### src/rtl/sha_sched_pkg.sv
package sha_sched_pkg;

    localparam int WORD_W = 32;
    localparam int K_IW   = 6;

    typedef logic [WORD_W-1:0] word_t;

    function automatic word_t rotr(input word_t x, input int unsigned n);
        return (x >> n) | (x << (WORD_W - n));
    endfunction

    // small sigma 0 of the message expansion
    function automatic word_t ssig0(input word_t x);
        return rotr(x, 7) ^ rotr(x, 18) ^ (x >> 3);
    endfunction

    // small sigma 1 of the message expansion
    function automatic word_t ssig1(input word_t x);
        return rotr(x, 17) ^ rotr(x, 19) ^ (x >> 10);
    endfunction

    // round constant for a 6-bit round index
    function automatic word_t round_const(input logic [K_IW-1:0] idx);
        word_t k;
        case (idx)
            6'd0:  k = 32'h428a2f98;  6'd1:  k = 32'h71374491;
            6'd2:  k = 32'hb5c0fbcf;  6'd3:  k = 32'he9b5dba5;
            6'd4:  k = 32'h3956c25b;  6'd5:  k = 32'h59f111f1;
            6'd6:  k = 32'h923f82a4;  6'd7:  k = 32'hab1c5ed5;
            6'd8:  k = 32'hd807aa98;  6'd9:  k = 32'h12835b01;
            6'd10: k = 32'h243185be;  6'd11: k = 32'h550c7dc3;
            6'd12: k = 32'h72be5d74;  6'd13: k = 32'h80deb1fe;
            6'd14: k = 32'h9bdc06a7;  6'd15: k = 32'hc19bf174;
            6'd16: k = 32'he49b69c1;  6'd17: k = 32'hefbe4786;
            6'd18: k = 32'h0fc19dc6;  6'd19: k = 32'h240ca1cc;
            6'd20: k = 32'h2de92c6f;  6'd21: k = 32'h4a7484aa;
            6'd22: k = 32'h5cb0a9dc;  6'd23: k = 32'h76f988da;
            6'd24: k = 32'h983e5152;  6'd25: k = 32'ha831c66d;
            6'd26: k = 32'hb00327c8;  6'd27: k = 32'hbf597fc7;
            6'd28: k = 32'hc6e00bf3;  6'd29: k = 32'hd5a79147;
            6'd30: k = 32'h06ca6351;  6'd31: k = 32'h14292967;
            6'd32: k = 32'h27b70a85;  6'd33: k = 32'h2e1b2138;
            6'd34: k = 32'h4d2c6dfc;  6'd35: k = 32'h53380d13;
            6'd36: k = 32'h650a7354;  6'd37: k = 32'h766a0abb;
            6'd38: k = 32'h81c2c92e;  6'd39: k = 32'h92722c85;
            6'd40: k = 32'ha2bfe8a1;  6'd41: k = 32'ha81a664b;
            6'd42: k = 32'hc24b8b70;  6'd43: k = 32'hc76c51a3;
            6'd44: k = 32'hd192e819;  6'd45: k = 32'hd6990624;
            6'd46: k = 32'hf40e3585;  6'd47: k = 32'h106aa070;
            6'd48: k = 32'h19a4c116;  6'd49: k = 32'h1e376c08;
            6'd50: k = 32'h2748774c;  6'd51: k = 32'h34b0bcb5;
            6'd52: k = 32'h391c0cb3;  6'd53: k = 32'h4ed8aa4a;
            6'd54: k = 32'h5b9cca4f;  6'd55: k = 32'h682e6ff3;
            6'd56: k = 32'h748f82ee;  6'd57: k = 32'h78a5636f;
            6'd58: k = 32'h84c87814;  6'd59: k = 32'h8cc70208;
            6'd60: k = 32'h90befffa;  6'd61: k = 32'ha4506ceb;
            6'd62: k = 32'hbef9a3f7;  default: k = 32'hc67178f2;
        endcase
        return k;
    endfunction

endpackage

### src/rtl/sched_window.sv
// Sixteen-word flop window. Entry DEPTH-1 is the current round's word,
// entry DEPTH-2 the next one; new words enter at entry 0.
module sched_window
    import sha_sched_pkg::*;
#(
    parameter int DEPTH = 16
) (
    input  logic                  clk,
    input  logic                  rst,
    input  logic                  load,
    input  logic                  adv,
    input  logic [DEPTH*WORD_W-1:0] msg,
    output word_t                 tap_now,
    output word_t                 tap_next
);
    // fixed taps, relative to the word in use w[t] at entry DEPTH-1
    localparam int T_NOW  = DEPTH - 1;   // w[t]
    localparam int T_NEXT = DEPTH - 2;   // w[t+1]
    localparam int T_MID  = DEPTH - 10;  // w[t+9]
    localparam int T_FAR  = 1;           // w[t+14]

    word_t win [DEPTH];
    word_t fresh;

    // w[t+16] from fixed positions only
    always_comb begin
        fresh = ssig1(win[T_FAR]) + win[T_MID] + ssig0(win[T_NEXT]) + win[T_NOW];
    end

    always_ff @(posedge clk) begin
        if (rst) begin
            for (int i = 0; i < DEPTH; i++) win[i] <= '0;
        end else if (load) begin
            // word j of the block lands at entry DEPTH-1-j
            for (int i = 0; i < DEPTH; i++) win[i] <= msg[WORD_W*i +: WORD_W];
        end else if (adv) begin
            for (int i = DEPTH - 1; i > 0; i--) win[i] <= win[i-1];
            win[0] <= fresh;
        end
    end

    assign tap_now  = win[T_NOW];
    assign tap_next = win[T_NEXT];

endmodule

### src/rtl/sched_round_ctr.sv
module sched_round_ctr #(
    parameter int ROUNDS = 64,
    parameter int RND_W  = 8
) (
    input  logic             clk,
    input  logic             rst,
    input  logic             load,
    input  logic             adv,
    output logic [RND_W-1:0] round,
    output logic             last
);
    localparam logic [RND_W-1:0] LAST_RND = RND_W'(ROUNDS - 1);

    logic [RND_W-1:0] round_q;

    always_ff @(posedge clk) begin
        if (rst)       round_q <= '0;
        else if (load) round_q <= '0;
        else if (adv)  round_q <= round_q + RND_W'(1);
    end

    assign round = round_q;
    assign last  = (round_q == LAST_RND);

endmodule

### src/rtl/sched_addend.sv
// Registered addend: next h plus constant, plus the next word in mode 2.
module sched_addend
    import sha_sched_pkg::*;
#(
    parameter int LOOKAHEAD = 1
) (
    input  logic  clk,
    input  logic  rst,
    input  logic  upd,
    input  word_t nxt_h,
    input  word_t k_val,
    input  word_t w_in,
    output word_t addend
);
    localparam bit WITH_WORD = (LOOKAHEAD == 2);

    word_t w_term;
    word_t sum;
    word_t addend_q;

    assign w_term = WITH_WORD ? w_in : '0;
    assign sum    = nxt_h + k_val + w_term;

    always_ff @(posedge clk) begin
        if (rst)      addend_q <= '0;
        else if (upd) addend_q <= sum;
    end

    assign addend = addend_q;

endmodule

### src/rtl/sha_sched_lookahead.sv
module sha_sched_lookahead
    import sha_sched_pkg::*;
#(
    parameter int MSG_WORDS = 16,
    parameter int ROUNDS    = 64,
    parameter int RND_W     = 8,
    parameter int LOOKAHEAD = 1
) (
    input  logic                          clk,
    input  logic                          rst,
    input  logic                          load_i,
    input  logic [MSG_WORDS*WORD_W-1:0]   msg_i,
    input  logic                          step_i,
    input  logic [WORD_W-1:0]             nxt_h_i,
    output logic [WORD_W-1:0]             word_o,
    output logic [RND_W-1:0]              round_o,
    output logic [WORD_W-1:0]             addend_o
);
    localparam int MSG_W = MSG_WORDS * WORD_W;

    logic             last;
    logic             adv;
    logic             upd;
    logic [RND_W-1:0] round;
    logic [K_IW-1:0]  k_sel;
    word_t            tap_now;
    word_t            tap_next;
    word_t            w_enter;
    word_t            k_val;

    // load wins over step; a step on the last round is dropped
    assign adv = step_i && !load_i && !last;
    assign upd = load_i || adv;

    // constant and word of the round being entered
    assign k_sel   = load_i ? '0 : (round[K_IW-1:0] + K_IW'(1));
    assign k_val   = round_const(k_sel);
    assign w_enter = load_i ? msg_i[MSG_W-1 -: WORD_W] : tap_next;

    sched_window #(
        .DEPTH (MSG_WORDS)
    ) u_win (
        .clk      (clk),
        .rst      (rst),
        .load     (load_i),
        .adv      (adv),
        .msg      (msg_i),
        .tap_now  (tap_now),
        .tap_next (tap_next)
    );

    sched_round_ctr #(
        .ROUNDS (ROUNDS),
        .RND_W  (RND_W)
    ) u_ctr (
        .clk   (clk),
        .rst   (rst),
        .load  (load_i),
        .adv   (adv),
        .round (round),
        .last  (last)
    );

    sched_addend #(
        .LOOKAHEAD (LOOKAHEAD)
    ) u_add (
        .clk    (clk),
        .rst    (rst),
        .upd    (upd),
        .nxt_h  (nxt_h_i),
        .k_val  (k_val),
        .w_in   (w_enter),
        .addend (addend_o)
    );

    assign word_o  = tap_now;
    assign round_o = round;

endmodule

### config.mk
export PLATFORM = sky130hd
export DESIGN_NAME = sha_sched_lookahead
export DESIGN_NICKNAME = d
export VERILOG_FILES = /design/src/rtl/sha_sched_pkg.sv /design/src/rtl/sched_window.sv /design/src/rtl/sched_round_ctr.sv /design/src/rtl/sched_addend.sv /design/src/rtl/sha_sched_lookahead.sv
export SDC_FILE = /design/constraint.sdc
export NUM_CORES = 2
export LEC_CHECK = 0
export BUFFER_PORTS_ARGS = -buffer_cell sky130_fd_sc_hd__buf_2
export CAP_MARGIN = 20
export CORE_ASPECT_RATIO = 0.6
export CORE_MARGIN = 5
export CORE_UTILIZATION = 48
export CTS_CLUSTER_SIZE = 40
export DETAILED_ROUTE_END_ITERATION = 16
export GPL_TIMING_DRIVEN = 0
export PLACE_DENSITY = 0.78
export SYNTH_ARGS = -nofsm -noshare
export SYNTH_HDL_FRONTEND = slang
export SYNTH_SLANG_ARGS = --single-unit
### constraint.sdc
create_clock -name clk -period 14.83 [get_ports clk]
set_input_delay 0.7415 -clock clk [delete_from_list [all_inputs] [get_ports clk]]
set_output_delay 0.7415 -clock clk [all_outputs]
set_load 0.02 [all_outputs]
==> Yosys cells after proc, flatten, opt, wreduce, memory -nomap -nowiden <==
Memories as Yosys holds them, arrays and structs flattened.
Index checks and enable logic that the tools add are counted.
{ "word_totals": {"reg_bits": 40, "ram_bits": 512, "mem_bits_ro": 2048, "out_inout_bits": 72, "memories": 2} }
{ "classes": {"add_sub_neg": 6, "eq_ne": 1, "n_mux": 42, "bitwise": 40, "n_reduce_logical": 6} }
{ "mem_list": {"columns": ["name", "words", "word_bits", "rd", "rd_ports_with_merged_regs", "wr", "line_no", "rtl"], "rows": [
  ["(no name shown)", 64, 32, 1, 0, 0, "sha_sched_pkg.sv:25", "case (idx)"],
  ["u_win.win", 16, 32, 16, 0, 16, "sched_window.sv:22", "word_t win [DEPTH];"]
]} }
{ "op_table": {"columns": ["op", "count"], "rows": [
  ["32-bit 2-to-1 mux", 32],
  ["32-bit adder", 4],
  ["32-bit XOR", 2],
  ["1-bit bitwise OR", 32],
  ["13-bit by 32-bit bitwise OR with 32-bit output", 1],
  ["14-bit by 32-bit bitwise OR with 32-bit output", 1],
  ["15-bit by 32-bit bitwise OR with 32-bit output", 1],
  ["25-bit by 32-bit bitwise OR with 32-bit output", 1],
  ["32-bit by 22-bit XOR with 32-bit output", 1],
  ["32-bit by 29-bit XOR with 32-bit output", 1],
  ["1-bit 2-to-1 mux", 9],
  ["8-bit by 1-bit adder with 8-bit output (second input constant)", 1],
  ["8-bit by 6-bit equality test with 1-bit output (second input constant)", 1],
  ["6-bit by 1-bit adder with 6-bit output (second input constant)", 1],
  ["6-bit 2-to-1 mux", 1],
  ["1-bit logical AND", 2],
  ["1-bit logical NOT", 2],
  ["2-bit OR reduction", 1],
  ["1-bit logical OR", 1]
]} }

==> Logic depth before layout (Yosys ltp) <==
{ "depth": {"depth_word": 8, "mapped_depth": 22, "mapped_depth_nobuf": 21} }

==> Cells and area by module <==
From an unflattened synthesis, not the netlist that was laid out.
{ "hier_totals": {"cells_unflattened": 3494, "area_unflattened_um2": 33642.3} }
{ "by_module_without_submodules": {"columns": ["mod", "n_inst", "cells_per_inst", "area_each_um2", "seq_area_each_um2"], "rows": [
  ["sched_window", 1, 2454, 26377.8, 13452.9],
  ["sha_sched_lookahead", 1, 622, 3958.8, 0.0],
  ["sched_addend", 1, 378, 2952.8, 640.6],
  ["sched_round_ctr", 1, 40, 352.8, 160.2]
]} }

==> Least setup slack after synthesis <==
Ideal clock, no wire load.
{ "synth_path": {"path_kind": "in2reg", "start": "input port load_i", "end": "memory u_win.win[0][0] in the netlist's numbering, enable pin", "setup_ns": 0.607, "arrival_ns": 6.700, "required_time_ns": 14.223, "setup_slack_ns": 7.522, "cell_stages": 6, "path_cell_list": "clkbuf_1 or2_2 clkbuf_1 nor2_4 buf_2 inv_1"} }
{ "synth_rtl": {"columns": ["element", "line_no", "rtl"], "rows": [
  ["start, declared", "sha_sched_lookahead.sv:11", "input logic load_i,"],
  ["end, declared", "sched_window.sv:22", null]
]} }

==> Worst setup path in the final report <==
{ "layout_path": {"start": "register u_ctr.round_q[0], in the netlist u_ctr.round[0]", "end": "register u_add.addend_q[31], in the netlist u_add.addend[31]"} }
{ "layout_via": {"elab_chain_cells": 4} }
{ "layout_lines": {"columns": ["element", "line_no", "rtl"], "rows": [
  ["start, declared", "sched_round_ctr.sv:14", "logic [RND_W-1:0] round_q;"],
  ["start signal, assigned", "sched_round_ctr.sv:19", "else if (adv) round_q <= round_q + RND_W'(1);"],
  ["6-bit by 1-bit adder with 6-bit output / 8-bit by 6-bit equality test with 1-bit output (equally long branches)", "sha_sched_lookahead.sv:36, sched_round_ctr.sv:23", null],
  ["6-bit 2-to-1 mux / 1-bit logical NOT (equally long branches)", "sha_sched_lookahead.sv:36, sha_sched_lookahead.sv:32", null],
  ["memory 64 x 32 bit / 1-bit logical AND (equally long branches)", null, null],
  ["32-bit adder / 1-bit logical OR (equally long branches)", "sched_addend.sv:22, sha_sched_lookahead.sv:33", null],
  ["end signal, assigned", "sched_addend.sv:26", "else if (upd) addend_q <= sum;"],
  ["end, declared", "sched_addend.sv:19", "word_t addend_q;"]
]} }
Several ways; a longest one is shown, not always the timed one.
A chain may end at the register's enable or synchronous reset.

==> impl_metrics.env <==
export IMPL_n_fill_cell=5618
export IMPL_clock_skew_final_ns=0.0210
export IMPL_synth_edf_count=320
export IMPL_slowest_delay_ns=0.74
export IMPL_crit_arrival_ns=8.42
export IMPL_ir_drop_v=0.000103
export IMPL_ios=620
export IMPL_grt_pass1_vias=27900
export IMPL_design_die_area_mm2=0.0702
export IMPL_mostFrequentLayoutCell="buf_2"
export IMPL_tightestPinTransition_ns=1.30
export IMPL_worst_path_max_fanout=11
export IMPL_cp_slowest_cell="clkbuf_1"
export IMPL_track_usage_pct=42.2
export IMPL_max_slew_margin_pct=12.3
export IMPL_crit_type="reg2reg"
export IMPL_avgSynthCellArea_um2=9.98
export IMPL_drive_above_1_share_pct=20.1
export IMPL_cts_clk_slew_worst_paths_ns=0.07
export IMPL_synthAdderAreaFrac_pct=7.27
export IMPL_yosysWarnings=0
export IMPL_die_y_um=207
export IMPL_synth_area_mm2=0.0311
export IMPL_synth_simple_area_share_pct=8.39
export IMPL_grt_max_degree=137
export IMPL_core_area_mm2=0.0643
export IMPL_start_util_pct=48.4
export IMPL_cp_common_cell="nor2_1"
export IMPL_min_path_type="in2reg"
export IMPL_postSynth_asyncResetShare_pct=0
export IMPL_fin_crit_ns=7.91
export IMPL_drv_cap=0
export IMPL_cts_resized=0
export IMPL_holdBufCountCts=0
export IMPL_synth_seq_cells=552
export IMPL_place_hpwl_mm=127
export IMPL_clockBufferDepth=3
export IMPL_area_delta_synth_final_pct=19.3
export IMPL_cts_htree_levels=2
export IMPL_yosysTopAreaCell="edfxtp_1"
export IMPL_end_kind="register"
export IMPL_status="complete, no violations"
export IMPL_rsz0062_at_grt="false"
export IMPL_power_density_mw_per_mm2=135
export IMPL_multi_input_area_mm2=0.0151
export IMPL_clock_sinks=552
export IMPL_num_rows=72
export IMPL_post_cts_buffers=0
export IMPL_root_buffer="clkbuf_16"
export IMPL_clk_latency_ns=0.63
export IMPL_ff_latch_area_mm2=0.0143
export IMPL_drt_iter0_drc=4914
export IMPL_yosysSeqAreaShare_pct=45.8
export IMPL_cts_buffers=50
export IMPL_drt_wl_total_mm=156
export IMPL_grt_overflow_total=0
export IMPL_cp_cell_sequence="ha_1 -> inv_1 -> nor2_1 -> buf_6 -> inv_1 -> ha_1 -> clkbuf_1 -> nor2_1 -> nor2_1 -> xnor2_1 -> a211oi_1 -> a31oi_1 -> ha_1 -> clkbuf_1 -> nand2_1 -> o21ai_0 -> nor2_1 -> o21bai_1 -> nand3_1 -> a211oi_1 -> nor4_1 -> a211o_1"
export IMPL_vias=30800
export IMPL_antenna_found_initial=43
export IMPL_post_place_ws_ns=7.15
export IMPL_synth_top_family_by_area="compound AO/OA/AOI/OAI gates"
export IMPL_cts_tree="built"
export IMPL_synthMuxAreaShare_pct=4.05
export IMPL_synthDistinctLibCells=76
export IMPL_layout_nets=4484
export IMPL_grt_first_pass_wirelength_mm=213
export IMPL_io_buffers=618
export IMPL_synth_top_area_share_pct=30.9
export IMPL_synth_flop_cell="edfxtp_1"
export IMPL_setup_tns_ns=0
export IMPL_synthesis_instances=3116
export IMPL_viasPerCell=6.53
export IMPL_syn_nets=3807
export IMPL_final_cell_mix="buf_2, edfxtp_1, nand2_1"
export IMPL_drcViolationCount=0
export IMPL_hold_viol_final=0
export IMPL_p_leak_nw=15.8
export IMPL_finalSetupViolations=0
export IMPL_gp_congestion=1.07
export IMPL_ant_nets=0
export IMPL_die_x_um=339
export IMPL_drtPass1Iterations=9
export IMPL_synth_area_leaders="edfxtp_1, dfxtp_1, a22o_1"
export IMPL_startpoint_type="register"
export IMPL_worstPathRequired_ns=15.35
export IMPL_synth_xor_area_share_pct=5.15
export IMPL_finalCritPeriodShare_pct=53.3
export IMPL_avgRoutedWirePerCell_um=33.1
export IMPL_max_freq_ghz=0.126
export IMPL_finalMaxSlewViolations=0
export IMPL_synth_compound_area_share_pct=23.8
export IMPL_timing_final_ws_setup_ns=6.92
[layer usage]
metal  vias to the layer above  share of wire (%)  routed length [um]  track usage (%)
met4                        36                2.8                4350             10.4
met3                       310                 17               26100             19.8
met5                         -               0.17                 258            0.874
met2                      2506                 37               58300             53.3
met1                     15100                 43               67200             63.9
li1                      12800                  -                   -                -
[state kept, by name, indices dropped and copies added (netlist names)]
signal	count
u_add.addend	32
u_win.win	512
u_ctr.round	8
[where the power goes]
group / leakage, nW / switching [W] / internal, W
clock network: 0.804 / 0.000627 / 0.000712
registers: 5.50 / 0.000109 / 0.00178
logic: 9.49 / 0.00115 / 0.000622
[cell usage after synthesis, types with 29 or more instances]
| cell | count |
|---|---|
| a211oi_1 | 135 |
| o21ai_0 | 176 |
| buf_2 | 46 |
| xnor2_1 | 135 |
| mux2i_1 | 119 |
| a21oi_1 | 188 |
| dfxtp_1 | 232 |
| a22o_1 | 272 |
| clkbuf_1 | 212 |
| nand2_1 | 281 |
| nand3_1 | 33 |
| a31oi_1 | 29 |
| ha_1 | 80 |
| a22oi_1 | 85 |
| nor2_1 | 216 |
| fa_1 | 63 |
| xor2_1 | 46 |
| inv_1 | 164 |
| edfxtp_1 | 320 |
[critical path, delay by kind of cell (launching register included)]
family	cells	cell delay [ns]
xor gates and xnor gates	1	0.17
and+or+nand+nor	7	1.84
AOI/OAI and AO/OA	6	2.24
adders and majority gates	3	1.32
buffers and inverters	5	1.80
DFF	1	0.38
[final cells by class]
class | instances | area share [%]
clock inverters | 23 | 0.539
repair buffers | 625 | 8.66
inverters | 165 | 1.69
diodes | 36 | 0.243
plain buffers | 277 | 3.00
well taps | 851 | 2.87
multi-input cells | 2122 | 40.8
flip-flops and latches | 552 | 38.4
clock buffers | 71 | 3.86
[through the flow]
stage               std cells  hold slack (ns)  utilization, %  area [um^2]  total power (W)
floorplan                3116            0.436               -        31100          0.00294
global placement         4585            0.429            54.8        35300          0.00358
detailed placement       4591            0.437            55.0        35400          0.00358
CTS                      4685            0.376            57.6        37000          0.00490
global route             4708            0.394            57.7        37100          0.00516
finish                   4722            0.391            57.7        37100          0.00500
[path summary, 6_finish.rpt]
check | startpoint | end | slack, ns | cells past startpoint
worst min register to register | u_add.addend[8] | u_add.addend[8] | 0.44 | 2
worst max register to register | u_ctr.round[0] | u_add.addend[31] | 6.92 | 22
worst min-delay path | msg_i[246] | u_win.win[7][22] | 0.39 | 3
worst max-delay path | u_ctr.round[0] | u_add.addend[31] | 6.92 | 22
[logic make-up (layout without fill, tap and decap cells)]
group,Yosys count,after routing
fa+ha+maj,143,143
compound gates,1053,1053
simple gates,621,621
mux,123,123
other cells,0,36
xor+xnor,182,182
buf+inv,442,1161
flops,552,552
Note: power is estimated with default switching activity, not from simulation.
